[src/rtl/sctl_pkg.sv]
package sctl_pkg;

    localparam int LINE_COUNT = 3;

    typedef enum logic [1:0] {
        LINE_DATA = 2'd0,
        LINE_SCLK = 2'd1,
        LINE_LOAD = 2'd2
    } line_idx_e;

    typedef struct packed {
        logic load;
        logic sclk;
        logic data;
    } host_lines_t;

    typedef struct packed {
        logic shift_rise;
        logic load_rise;
        logic data_bit;
    } ctrl_events_t;

    function automatic logic [LINE_COUNT-1:0] pack_lines(input host_lines_t l);
        logic [LINE_COUNT-1:0] v;
        v[LINE_DATA] = l.data;
        v[LINE_SCLK] = l.sclk;
        v[LINE_LOAD] = l.load;
        return v;
    endfunction

endpackage

[src/rtl/sctl_sync.sv]
module sctl_sync #(
    parameter int LINES  = 3,
    parameter int STAGES = 2
) (
    input  logic             clk,
    input  logic             rst,
    input  logic [LINES-1:0] async_i,
    output logic [LINES-1:0] sync_o
);
    logic [STAGES-1:0][LINES-1:0] pipe;

    generate
        for (genvar s = 0; s < STAGES; s++) begin : g_stage
            if (s == 0) begin : g_first
                always_ff @(posedge clk) begin
                    if (rst) pipe[s] <= '0;
                    else     pipe[s] <= async_i;
                end
            end else begin : g_next
                always_ff @(posedge clk) begin
                    if (rst) pipe[s] <= '0;
                    else     pipe[s] <= pipe[s-1];
                end
            end
        end
    endgenerate

    assign sync_o = pipe[STAGES-1];
endmodule

[src/rtl/sctl_edge.sv]
module sctl_edge #(
    parameter int LINES = 3
) (
    input  logic             clk,
    input  logic             rst,
    input  logic [LINES-1:0] level_i,
    output logic [LINES-1:0] rise_o
);
    logic [LINES-1:0] prev_q;

    always_ff @(posedge clk) begin
        if (rst) prev_q <= '0;
        else     prev_q <= level_i;
    end

    generate
        for (genvar i = 0; i < LINES; i++) begin : g_rise
            assign rise_o[i] = level_i[i] & ~prev_q[i];
        end
    endgenerate
endmodule

[src/rtl/sctl_stage.sv]
module sctl_stage #(
    parameter int WIDTH = 4
) (
    input  logic             clk,
    input  logic             rst,
    input  logic             shift_i,
    input  logic             bit_i,
    output logic [WIDTH-1:0] stage_o
);
    logic [WIDTH-1:0] stage_q;
    logic [WIDTH-1:0] stage_d;

    always_comb begin
        stage_d = stage_q;
        if (shift_i) stage_d = {stage_q[WIDTH-2:0], bit_i};
    end

    always_ff @(posedge clk) begin
        if (rst) stage_q <= '0;
        else     stage_q <= stage_d;
    end

    assign stage_o = stage_q;
endmodule

[src/rtl/sctl_hold.sv]
module sctl_hold #(
    parameter int WIDTH = 4
) (
    input  logic             clk,
    input  logic             rst,
    input  logic             load_i,
    input  logic [WIDTH-1:0] stage_i,
    output logic [WIDTH-1:0] out_o
);
    logic [WIDTH-1:0] out_q;

    always_ff @(posedge clk) begin
        if (rst)         out_q <= '0;
        else if (load_i) out_q <= stage_i;
    end

    assign out_o = out_q;
endmodule

[src/rtl/sctl_latch_reg.sv]
module sctl_latch_reg #(
    parameter int WIDTH       = 4,
    parameter int SYNC_STAGES = 2
) (
    input  logic             clk,
    input  logic             rst,
    input  logic             ser_data_i,
    input  logic             ser_clk_i,
    input  logic             ser_load_i,
    output logic [WIDTH-1:0] ctrl_o
);
    import sctl_pkg::*;

    host_lines_t                raw_lines;
    logic [LINE_COUNT-1:0]      raw_vec;
    logic [LINE_COUNT-1:0]      sync_vec;
    logic [LINE_COUNT-1:0]      rise_vec;
    ctrl_events_t               ev;
    logic [WIDTH-1:0]           stage;

    assign raw_lines.data = ser_data_i;
    assign raw_lines.sclk = ser_clk_i;
    assign raw_lines.load = ser_load_i;
    assign raw_vec        = pack_lines(raw_lines);

    sctl_sync #(.LINES(LINE_COUNT), .STAGES(SYNC_STAGES)) u_sync (
        .clk(clk), .rst(rst), .async_i(raw_vec), .sync_o(sync_vec)
    );

    sctl_edge #(.LINES(LINE_COUNT)) u_edge (
        .clk(clk), .rst(rst), .level_i(sync_vec), .rise_o(rise_vec)
    );

    assign ev.data_bit   = sync_vec[LINE_DATA];
    assign ev.shift_rise = rise_vec[LINE_SCLK];
    assign ev.load_rise  = rise_vec[LINE_LOAD];

    sctl_stage #(.WIDTH(WIDTH)) u_stage (
        .clk(clk), .rst(rst), .shift_i(ev.shift_rise), .bit_i(ev.data_bit),
        .stage_o(stage)
    );

    sctl_hold #(.WIDTH(WIDTH)) u_hold (
        .clk(clk), .rst(rst), .load_i(ev.load_rise), .stage_i(stage),
        .out_o(ctrl_o)
    );
endmodule

[config.mk]
export PLATFORM = sky130hd
export DESIGN_NAME = sctl_latch_reg
export DESIGN_NICKNAME = d
export VERILOG_FILES = /design/src/rtl/sctl_pkg.sv /design/src/rtl/sctl_sync.sv /design/src/rtl/sctl_edge.sv /design/src/rtl/sctl_stage.sv /design/src/rtl/sctl_hold.sv /design/src/rtl/sctl_latch_reg.sv
export SDC_FILE = /design/constraint.sdc
export NUM_CORES = 1
export LEC_CHECK = 0
export BUFFER_PORTS_ARGS = -buffer_cell sky130_fd_sc_hd__buf_2
export CAP_MARGIN = 0
export CORE_AREA = 10 10 47 49
export DETAILED_ROUTE_END_ITERATION = 12
export DIE_AREA = 0 0 57 59
export SYNTH_ARGS = -nofsm -noshare
export SYNTH_HDL_FRONTEND = slang
export SYNTH_HIERARCHICAL = 1
export SYNTH_SLANG_ARGS = --single-unit
[constraint.sdc]
create_clock -name clk -period 1.1 [get_ports clk]
set_input_delay 0.22 -clock clk [delete_from_list [all_inputs] [get_ports clk]]
set_output_delay 0.22 -clock clk [all_outputs]
set_load 0.01 [all_outputs]
Word level (Yosys, flattened, before mapping). Cells that the tools add are included. W data, S select, Z words.

Flip-flop bits (word level): 17. Output and inout bits: 4. Word-level logic and storage cells: 9. Input port bits: 5.

Bitwise operators: 4.

Operators with widths (number): $and A1 B1 Y1 (2); $not A1 Y1 (2).

Logic depth before layout (Yosys ltp). Gate-level depths: netlist of run 1.

Depth after elaboration: 2. Mapped depth: 5. Mapped depth without buffers: 3.

Cells and area by module. Netlist of run 1, hierarchy kept.

Modules (own cells, without submodules): sctl_sync (seq. area each 120.1 um^2, area each 180.2 um^2, times used 1, cells an instance 15); sctl_hold (seq. area each 80.1 um^2, area each 140.1 um^2, times used 1, cells an instance 13); sctl_stage (seq. area each 80.1 um^2, area each 140.1 um^2, times used 1, cells an instance 13); sctl_edge (seq. area each 60.1 um^2, area each 105.1 um^2, times used 1, cells an instance 9).

Least setup slack after synthesis of run 1. No wires, ideal clock.

Path type: flip-flop to flip-flop. Start point: register u_sync.pipe, in the netlist u_sync/sync_o[2]. End point: register u_hold.out_q[0] (netlist: u_hold/out_o[0]). Data arrival time: 0.860 ns. Setup slack: 0.126 ns. Stages on the path, launching flop included: 6. Buffers on the path: 2. Library setup time: 0.114 ns. Data required time: 0.986 ns. Period minus slack after synthesis: 0.974 ns. Path through: dfxtp_1 -> buf_4 -> nor2b_2 -> clkbuf_2 -> mux2i_1 -> nor2_1.

Word-level cells in the longest chain between the ends: 1.

RTL lines: start: declaration (line sctl_sync.sv:10) `logic [STAGES-1:0][LINES-1:0] pipe;`; start signal: indexed assignment (line sctl_sync.sv:22) `else pipe[s] <= pipe[s-1];`; $and A1 B1 Y1 (line sctl_edge.sv:18) `assign rise_o[i] = level_i[i] & ~prev_q[i];`; net rise_vec[2] (line sctl_latch_reg.sv:17) `logic [LINE_COUNT-1:0] rise_vec;`; end signal: assignment (line sctl_hold.sv:14) `else if (load_i) out_q <= stage_i;`; end: declaration (line sctl_hold.sv:10) `logic [WIDTH-1:0] out_q;`.

The timed path passes the listed nets, and every way through them passes these cells. A chain may end at the register's enable or synchronous reset.

Final worst setup path of run 1.
Start point: register u_hold.out_q[3] (netlist: u_hold/out_o[3]). End point: output ctrl_o[3].

RTL lines: end: declaration (line sctl_latch_reg.sv:10) `output logic [WIDTH-1:0] ctrl_o`.

No word-level cell between the ends.

==> impl_metrics.py, run 1 <==
metrics = {
    "sta": {
        "grt_setup_unrepaired": "no",
        "worst_pin_slew_ns": 0.277,
        "final_hold_viol_count": 0,
        "fin_worst_skew_ns": 0.00338,
        "maxSlewViolCount": 0,
        "finalSetupViolCount": 0,
        "fmax_mhz": 1020,
        "relSlewSlack_pct": 81.5,
        "finalSetupTns_ns": 0,
        "period_minus_slack_ns": 0.981,
        "finalCritPeriodShare_pct": 89.2,
    },
    "finish": {
        "diodes": 0,
        "multiInputGateArea_um2": 183,
        "nets": 60,
        "regArea_um2": 320,
        "syn_to_final_growth_pct": 10.4,
        "fill_cells": 153,
        "drive_gt1_share_pct": 24.5,
        "final_area_um2": 586,
    },
    "floorplan": {
        "coreArea_um2": 1400,
        "die_w_um": 57,
        "die_h_um": 59,
        "placement_rows": 14,
        "start_util_pct": 37.9,
        "die-area_um2": 3360,
        "io_pins": 9,
    },
    "clock_network": {
        "cts_root_buffer": "clkbuf_4",
        "cts_tree": "built",
        "clock-sinks": 16,
        "clkTransAtPathRegs_ns": 0.08,
        "clockBufferDepth": 2,
        "numCtsBuffers": 3,
        "holdBufCountCts": 0,
        "htreeDepth": 1,
        "clk-insertion-delay-late_ns": 0.27,
    },
    "critical_path": {
        "startpoint": "u_hold/out_o[3]$_SDFFE_PP0P_",
        "setup.worst_path.end_class": "primary output",
        "timing.critical_path.buf_inv": 1,
        "cp-start-kind": "flip-flop",
        "path_depth": 1,
        "worstSetupEndpoint": "ctrl_o[3]",
        "path_cells": "buf_2",
        "regToRegSetupSlack_ns": 0.13,
        "critical_path_class": "reg2out",
        "r2r_start": "u_sync/sync_o[2]$_SDFF_PP0_",
        "cp_data_required_time_ns": 0.88,
        "cpPeakStageDelay_ns": 0.35,
        "crit_arrival_ns": 0.76,
        "slowest_stage": "dfxtp_1",
        "worst_r2r_endpoint": "u_hold/out_o[1]$_SDFFE_PP0P_",
        "rr_worst_depth": 3,
        "cp_max_fo": 2,
        "cp_top_family": "flip-flops",
    },
    "placed_design": {
        "io_buffers": 8,
        "place_congestion": 0.650,
        "dpl_cell_area_um2": 558,
    },
    "drt": {
        "drc": 0,
        "wl_per_cell_um": 11.0,
        "wl_um": 760,
        "ant_nets": 0,
        "vias": 300,
        "drt-initial-drc-count": 3,
        "first_pass_iters": 2,
        "vias_per_cell": 4.35,
    },
    "min_path": {
        "hold_class": "in2reg",
    },
    "yosys": {
        "syn_area_per_cell_um2": 11.3,
        "syn_nets": 52,
        "syn_inst": 47,
        "syn_area_um2": 531,
        "ys_warn_count": 6,
    },
    "power_and_ir_drop": {
        "power.density_nw_per_um2": 1570,
        "p_leak_nw": 0.239,
        "ir_drop_v": 0.000584,
    },
    "status": {
        "status": "finished, final reports clean",
    },
    "grt": {
        "grt_pass1_vias": 339,
        "grt_max_degree": 17,
        "antenna_found_initial": 0,
        "grt_usage_pct": 5.35,
        "grt_pass1_wl_um": 1390,
        "globalRouteOverflowTotal": 0,
    },
    "flow_run": {
        "maxCapViolations": 0,
    },
}
## power breakdown
part / switching [mW] / total, mW / internal (mW) / leakage [nW]
registers: 0.00409 / 0.595 / 0.591 / 0.130
clock network: 0.160 / 0.286 / 0.127 / 0.0138
logic: 0.0168 / 0.0358 / 0.0190 / 0.0952
## metal layers
layer / vias up / track usage, % / wire length (um)
li1: 159 / - / -
met1: 132 / 6.78 / 430
met2: 7 / 6.51 / 278
met3: 2 / 2.15 / 38
met4: 0 / 5.03 / 13
met5: - / 0 / 0
## metrics by stage
step	util [%]	std cells	power (mW)	hold WS [ns]	setup slack [ns]
floorplan	-	47	0.635	0.292	0.126
CTS	41.4	69	0.935	0.141	0.105
finish	41.8	69	0.918	0.151	0.119
global placement	39.8	66	0.644	0.424	0.121
detailed placement	39.8	66	0.644	0.428	0.133
global route	41.8	69	0.967	0.141	0.0298
## placed cells by master, fill, tap and decap left out
cell      instances
nor2b_2           1
nor2b_4           1
clkbuf_4          3
mux2i_1           8
buf_2             8
nor2b_1           8
dfxtp_1          16
nor2_1            8
## area by class of cell
cell class / instances / area share [%]
well taps: 16 / 3.42
flip-flops and latches: 16 / 54.7
multi-input cells: 26 / 31.2
clock buffers: 3 / 3.85
repair buffers: 8 / 6.84
## timing repair
item | 4_1_cts | 5_1_grt
resized for setup | 0 | 1
buffers inserted | 0 | 0
setup endpoints to repair | 0 | 1
## sequential cells by signal (all words and copies together), names as in the netlist
name / count
u_edge/prev_q: 2
u_hold/out_o: 4
u_stage/stage_o: 4
u_sync/pipe: 3
u_sync/sync_o: 3
## how the worst min path moves through the flow
stage	depth (start not counted)	from	endpoint	slack (ns)
global route	2	ser_clk_i	u_sync/pipe[1]$_SDFF_PP0_	0.14
global placement	1	u_sync/pipe[1]$_SDFF_PP0_	u_sync/sync_o[1]$_SDFF_PP0_	0.42
detailed placement	1	u_sync/pipe[2]$_SDFF_PP0_	u_sync/sync_o[2]$_SDFF_PP0_	0.43
floorplan	1	rst	u_edge/prev_q[1]$_SDFF_PP0_	0.29
CTS	2	ser_clk_i	u_sync/pipe[1]$_SDFF_PP0_	0.14
finish	2	ser_clk_i	u_sync/pipe[1]$_SDFF_PP0_	0.15
Note: power is estimated with default switching activity, not from simulation.
==> run 2: changes to the inputs <==
--- a/config.mk
+++ b/config.mk
@@ -7,9 +7,10 @@
 export LEC_CHECK = 0
 export BUFFER_PORTS_ARGS = -buffer_cell sky130_fd_sc_hd__buf_2
 export CAP_MARGIN = 0
-export CORE_AREA = 10 10 47 49
+export CORE_AREA = 4 4 41 43
 export DETAILED_ROUTE_END_ITERATION = 12
-export DIE_AREA = 0 0 57 59
+export DIE_AREA = 0 0 45 47
+export PLACE_DENSITY = 0.65
 export SYNTH_ARGS = -nofsm -noshare
 export SYNTH_HDL_FRONTEND = slang
 export SYNTH_HIERARCHICAL = 1
==> constraint.sdc (replaced) <==
create_clock -name clk -period 0.82 [get_ports clk]
set_input_delay 0.164 -clock clk [delete_from_list [all_inputs] [get_ports clk]]
set_output_delay 0.164 -clock clk [all_outputs]
set_load 0.01 [all_outputs]
==> run 2 against run 1 <==
Compared with the run above: the flow now finishes with violations (setup timing); worst hold slack got worse by 0.061 ns; routed wire length down 12%; global-route usage rose by 3.0 points; combinational power up 38%; sequential power is 34% higher; register-to-register slack got worse by 0.22 ns; utilization grew 5.4 points; sequential share of layout area down 1.5 points; die area is 37% lower; power grew 34%; count of clock-buffer cells in the layout stayed put; first-iteration DRC count down 67%; critical endpoint is now u_hold/out_o[0]$_SDFFE_PP0P_.
==> impl_metrics.py, run 2 (synthesis gave the netlist of run 1 again) <==
metrics = {
    "status": {
        "status": "finished, violations left",
        "violations": "setup timing",
    },
    "flow_run": {
        "maxCapViolations": 0,
    },
    "grt": {
        "antenna_found_initial": 0,
        "grt_pass1_wl_um": 1210,
        "globalRouteOverflowTotal": 0,
        "grt_max_degree": 17,
        "grt_pass1_vias": 298,
        "grt_usage_pct": 8.31,
    },
    "floorplan": {
        "placement_rows": 13,
        "die-area_um2": 2120,
        "die_h_um": 47,
        "io_pins": 9,
        "coreArea_um2": 1300,
        "start_util_pct": 40.8,
        "die_w_um": 45,
    },
    "finish": {
        "drive_gt1_share_pct": 34.0,
        "layout_common_cells": "dfxtp_1, nor2b_1, mux2i_1, nor2_1",
        "diodes": 0,
        "syn_to_final_growth_pct": 15.8,
        "nets": 60,
        "final_common_cell": "dfxtp_1",
    },
    "sta": {
        "finalCritPeriodShare_pct": 112,
        "setup_slack_ns": -0.0946,
        "hold_slack_ns": 0.0904,
        "final_hold_viol_count": 0,
        "grt_setup_unrepaired": "yes",
        "relSlewSlack_pct": 81.7,
        "fin_worst_skew_ns": 0.00646,
        "maxSlewViolCount": 0,
        "finalSetupViolCount": 12,
        "fmax_mhz": 1090,
        "period_minus_slack_ns": 0.915,
        "worst_pin_slew_ns": 0.275,
        "finalSetupTns_ns": -0.821,
    },
    "critical_path": {
        "crit_arrival_ns": 1.07,
        "regToRegSetupSlack_ns": -0.09,
        "critical_path_class": "reg2reg",
        "cp_max_fo": 4,
        "cp_top_family": "flip-flops",
        "path_cells": "nor2b_4 > mux2i_1 > nor2_1",
        "timing.critical_path.buf_inv": 0,
        "cp_data_required_time_ns": 0.98,
        "cpPeakStageDelay_ns": 0.33,
        "cp-start-kind": "flip-flop",
        "setup.worst_path.end_class": "flip-flop",
        "slowest_stage": "dfxtp_2",
    },
    "drt": {
        "vias": 296,
        "drc": 0,
        "first_pass_iters": 4,
        "wl_um": 666,
        "drt-initial-drc-count": 1,
        "ant_nets": 0,
        "wl_per_cell_um": 9.79,
        "vias_per_cell": 4.35,
    },
    "clock_network": {
        "holdBufCountCts": 0,
        "numCtsBuffers": 3,
        "htreeDepth": 1,
        "cts_root_buffer": "clkbuf_4",
        "clk-insertion-delay-late_ns": 0.28,
        "clkTransAtPathRegs_ns": 0.08,
        "cts_setup_buffers": 0,
        "cts_tree": "built",
        "clockBufferDepth": 2,
        "clock-sinks": 16,
    },
    "power_and_ir_drop": {
        "power_frac_clock_pct": 31.2,
        "sw_frac_of_total_pct": 19.7,
        "power.density_nw_per_um2": 2010,
        "combPwrFrac_pct": 4.0,
        "power.switching_uw": 243,
        "p_int_uw": 991,
        "p_leak_nw": 0.243,
        "ir_drop_v": 0.000927,
        "seqPwrFrac_pct": 64.8,
        "p_total_mw": 1.23,
    },
    "placed_design": {
        "io_buffers": 8,
        "place_congestion": 0.605,
        "dpl_worst_slack_ns": -0.0992,
    },
    "min_path": {
        "hold_class": "in2reg",
    },
}
run 2: cell types whose count changed in the layout (fill, tap and decap cells not counted):
cell,delta
dfxtp_2,+5
buf_6,+3
dfxtp_1,-5
nor2b_4,+1
buf_2,-3
nor2b_2,-1
run 2: stage by stage:
stage | instance area, um^2 | std cells | util, %
after CTS | 614 | 68 | 47.2
after global placement | 567 | 65 | 43.6
after floorplan | 558 | 47 | -
final | 614 | 68 | 47.2
after global routing | 614 | 68 | 47.2
after detailed placement | 567 | 65 | 43.6
run 2: per-layer routing:
layer | up-vias | track usage (%) | part of all wire (%) | wire length (um)
met3 | 2 | 2.30 | 5.0 | 33
met1 | 127 | 10.3 | 50 | 332
met2 | 8 | 11.9 | 42 | 283
met4 | 0 | 7.02 | 2.6 | 17
li1 | 159 | - | - | -
met5 | - | 0 | 0 | 0
run 2: cell type report:
type                    count  area, um^2
fillers                   127         687
flip-flops and latches     16         327
multi-input cells          26         188
repair buffers              8        58.8
clock buffers               3        22.5
well taps                  15        18.8
run 2: worst paths after layout:
kind,start,to,depth (start not counted)
setup / recovery,u_sync/sync_o[2]$_SDFF_PP0_,u_hold/out_o[0]$_SDFFE_PP0P_,3
hold / removal,ser_data_i,u_sync/pipe[0]$_SDFF_PP0_,2
setup reg to reg,u_sync/sync_o[2]$_SDFF_PP0_,u_hold/out_o[0]$_SDFFE_PP0P_,3
hold reg to reg,u_sync/pipe[1]$_SDFF_PP0_,u_sync/sync_o[1]$_SDFF_PP0_,1
run 2: power by group through the flow:
stage / combinational (mW) / sequential [mW] / clock (mW)
6_report: 0.0495 / 0.799 / 0.385
5_1_grt: 0.0551 / 0.801 / 0.430
4_1_cts: 0.0506 / 0.800 / 0.400
3_5_place_dp: 0.0503 / 0.818 / 0
3_3_place_gp: 0.0500 / 0.817 / 0
2_1_floorplan: 0.0462 / 0.816 / 0
run 2: worst reg2reg max path: stages (launching register included):
cell,delay [ns]
dfxtp_2,0.33
nor2b_4,0.20
mux2i_1,0.22
nor2_1,0.05
run 2: repair_timing:
action | CTS | global route
pin swaps | 0 | 2
setup endpoints to repair | 12 | 12
gates resized for setup | 8 | 0
==> run 3: changes to the inputs <==
==> constraint.sdc (replaced) <==
create_clock -name clk -period 0.8 [get_ports clk]
set_input_delay 0.16 -clock clk [delete_from_list [all_inputs] [get_ports clk]]
set_output_delay 0.16 -clock clk [all_outputs]
set_load 0.01 [all_outputs]
==> run 3 against run 2 <==
Compared with the run above: the flow still finishes with violations (setup timing); utilization up 1.6 points; critical path type unchanged; highest routed layer unchanged; setup slack worse by 0.019 ns; via count up 1.7%.
==> impl_metrics.py, run 3 (synthesis gave the netlist of run 1 again) <==
metrics = {
    "status": {
        "status": "finished, violations left",
        "violations": "setup timing",
    },
    "drt": {
        "vias_per_cell": 4.36,
        "wl_um": 726,
        "ant_nets": 0,
        "drt-initial-drc-count": 3,
        "wl_per_cell_um": 10.5,
        "drc": 0,
        "first_pass_iters": 4,
        "vias": 301,
    },
    "placed_design": {
        "place_congestion": 0.605,
        "io_buffers": 8,
        "dpl_cell_area_um2": 567,
    },
    "critical_path": {
        "cp_data_required_time_ns": 0.96,
        "regToRegSetupSlack_ns": -0.11,
        "startpoint": "u_sync/sync_o[2]$_SDFF_PP0_",
        "cp_max_fo": 4,
        "worstSetupEndpoint": "u_hold/out_o[0]$_SDFFE_PP0P_",
        "r2r_start": "u_sync/sync_o[2]$_SDFF_PP0_",
        "setup.worst_path.end_class": "flip-flop",
        "rr_worst_depth": 3,
        "cp-start-kind": "flip-flop",
        "crit_arrival_ns": 1.07,
        "critical_path_class": "reg2reg",
        "worst_r2r_endpoint": "u_hold/out_o[0]$_SDFFE_PP0P_",
    },
    "clock_network": {
        "clkTransAtPathRegs_ns": 0.09,
        "cts_root_buffer": "clkbuf_4",
        "clockBufferDepth": 2,
        "clk-insertion-delay-late_ns": 0.28,
        "holdBufCountCts": 0,
        "cts_setup_buffers": 0,
        "clock-sinks": 16,
        "cts_tree": "built",
        "numCtsBuffers": 3,
        "htreeDepth": 1,
    },
    "power_and_ir_drop": {
        "p_leak_nw": 0.251,
        "ir_drop_v": 0.00109,
        "power.density_nw_per_um2": 2170,
        "p_total_mw": 1.38,
    },
    "grt": {
        "globalRouteOverflowTotal": 0,
        "grt_max_degree": 17,
        "grt_usage_pct": 8.61,
        "grt_pass1_wl_um": 1220,
        "grt_pass1_vias": 279,
        "antenna_found_initial": 0,
    },
    "floorplan": {
        "placement_rows": 13,
        "die-area_um2": 2120,
        "die_h_um": 47,
        "io_pins": 9,
        "start_util_pct": 40.8,
        "die_w_um": 45,
        "coreArea_um2": 1300,
    },
    "sta": {
        "hold_slack_ns": 0.0860,
        "final_hold_viol_count": 0,
        "finalSetupTns_ns": -1.12,
        "fmax_mhz": 1090,
        "grt_setup_unrepaired": "yes",
        "maxSlewViolCount": 0,
        "finalSetupViolCount": 12,
        "setup_slack_ns": -0.114,
        "worst_pin_slew_ns": 0.281,
        "finalCritPeriodShare_pct": 114,
        "period_minus_slack_ns": 0.914,
        "fin_worst_skew_ns": 0.00399,
        "relSlewSlack_pct": 81.3,
    },
    "finish": {
        "syn_to_final_growth_pct": 19.8,
        "diodes": 0,
        "fill_cells": 128,
        "layout_common_cells": "dfxtp_1, nor2b_1, mux2i_1, nor2_1, dfxtp_2",
        "final_common_cell": "dfxtp_1",
        "drive_gt1_share_pct": 37.0,
        "final_area_um2": 636,
        "nets": 60,
    },
    "min_path": {
        "hold_class": "in2reg",
    },
    "flow_run": {
        "maxCapViolations": 0,
    },
}
[run 3: changes by cell type in the layout (fill, tap and decap cells not counted), sizes merged]
cell    before  now
clkbuf       3    4
[run 3: worst min path at each step]
stage	startpoint	end	slack [ns]	depth (start not counted)
5_1_grt	ser_clk_i	u_sync/pipe[1]$_SDFF_PP0_	0.09	2
6_report	ser_clk_i	u_sync/pipe[1]$_SDFF_PP0_	0.09	2
2_1_floorplan	rst	u_edge/prev_q[1]$_SDFF_PP0_	0.23	1
4_1_cts	ser_clk_i	u_sync/pipe[1]$_SDFF_PP0_	0.07	2
3_5_place_dp	ser_clk_i	u_sync/pipe[1]$_SDFF_PP0_	0.37	2
3_3_place_gp	ser_load_i	u_sync/pipe[2]$_SDFF_PP0_	0.37	2
[run 3: through the flow]
stage / instances / util, % / setup WS, ns
after CTS: 69 / 48.3 / -0.124
after global placement: 65 / 43.6 / -0.111
after global routing: 69 / 48.8 / -0.171
after floorplan: 47 / - / -0.150
after detailed placement: 65 / 43.6 / -0.108
final: 69 / 48.8 / -0.114
[run 3: cell type report]
cell class              instances  area (um^2)  share of cell area [%]
well taps                      15         18.8                    2.95
flip-flops and latches         16          328                    51.6
multi-input cells              26          188                    29.5
repair buffers                  8         65.1                    10.2
clock buffers                   4         36.3                    5.71
[run 3: worst max-delay path, cell delays in order (launching register included)]
cell,delay [ns]
dfxtp_2,0.33
nor2b_4,0.21
mux2i_1,0.21
nor2_1,0.06
[run 3: power by group]
group	total (mW)	switching, mW	internal (mW)	leakage (nW)
sequential	0.819	0.00569	0.814	0.133
combinational	0.0517	0.0238	0.0279	0.0973
clock	0.506	0.230	0.277	0.0210
total	1.38	0.259	1.12	0.251
[run 3: what timing repair did]
| action | 4_1_cts | 5_1_grt |
|---|---|---|
| gates resized for setup | 8 | 2 |
| pin swaps | 1 | 3 |
| hold endpoints to repair | 0 | 0 |
| setup endpoints to repair | 12 | 12 |
[run 3: metal layers]
metal | up-vias | global-route usage, % | wire (um)
met5 | - | 0 | 0
met1 | 133 | 10.3 | 342
met2 | 8 | 12.1 | 327
met3 | 2 | 2.30 | 44
li1 | 158 | - | -
met4 | 0 | 8.77 | 12
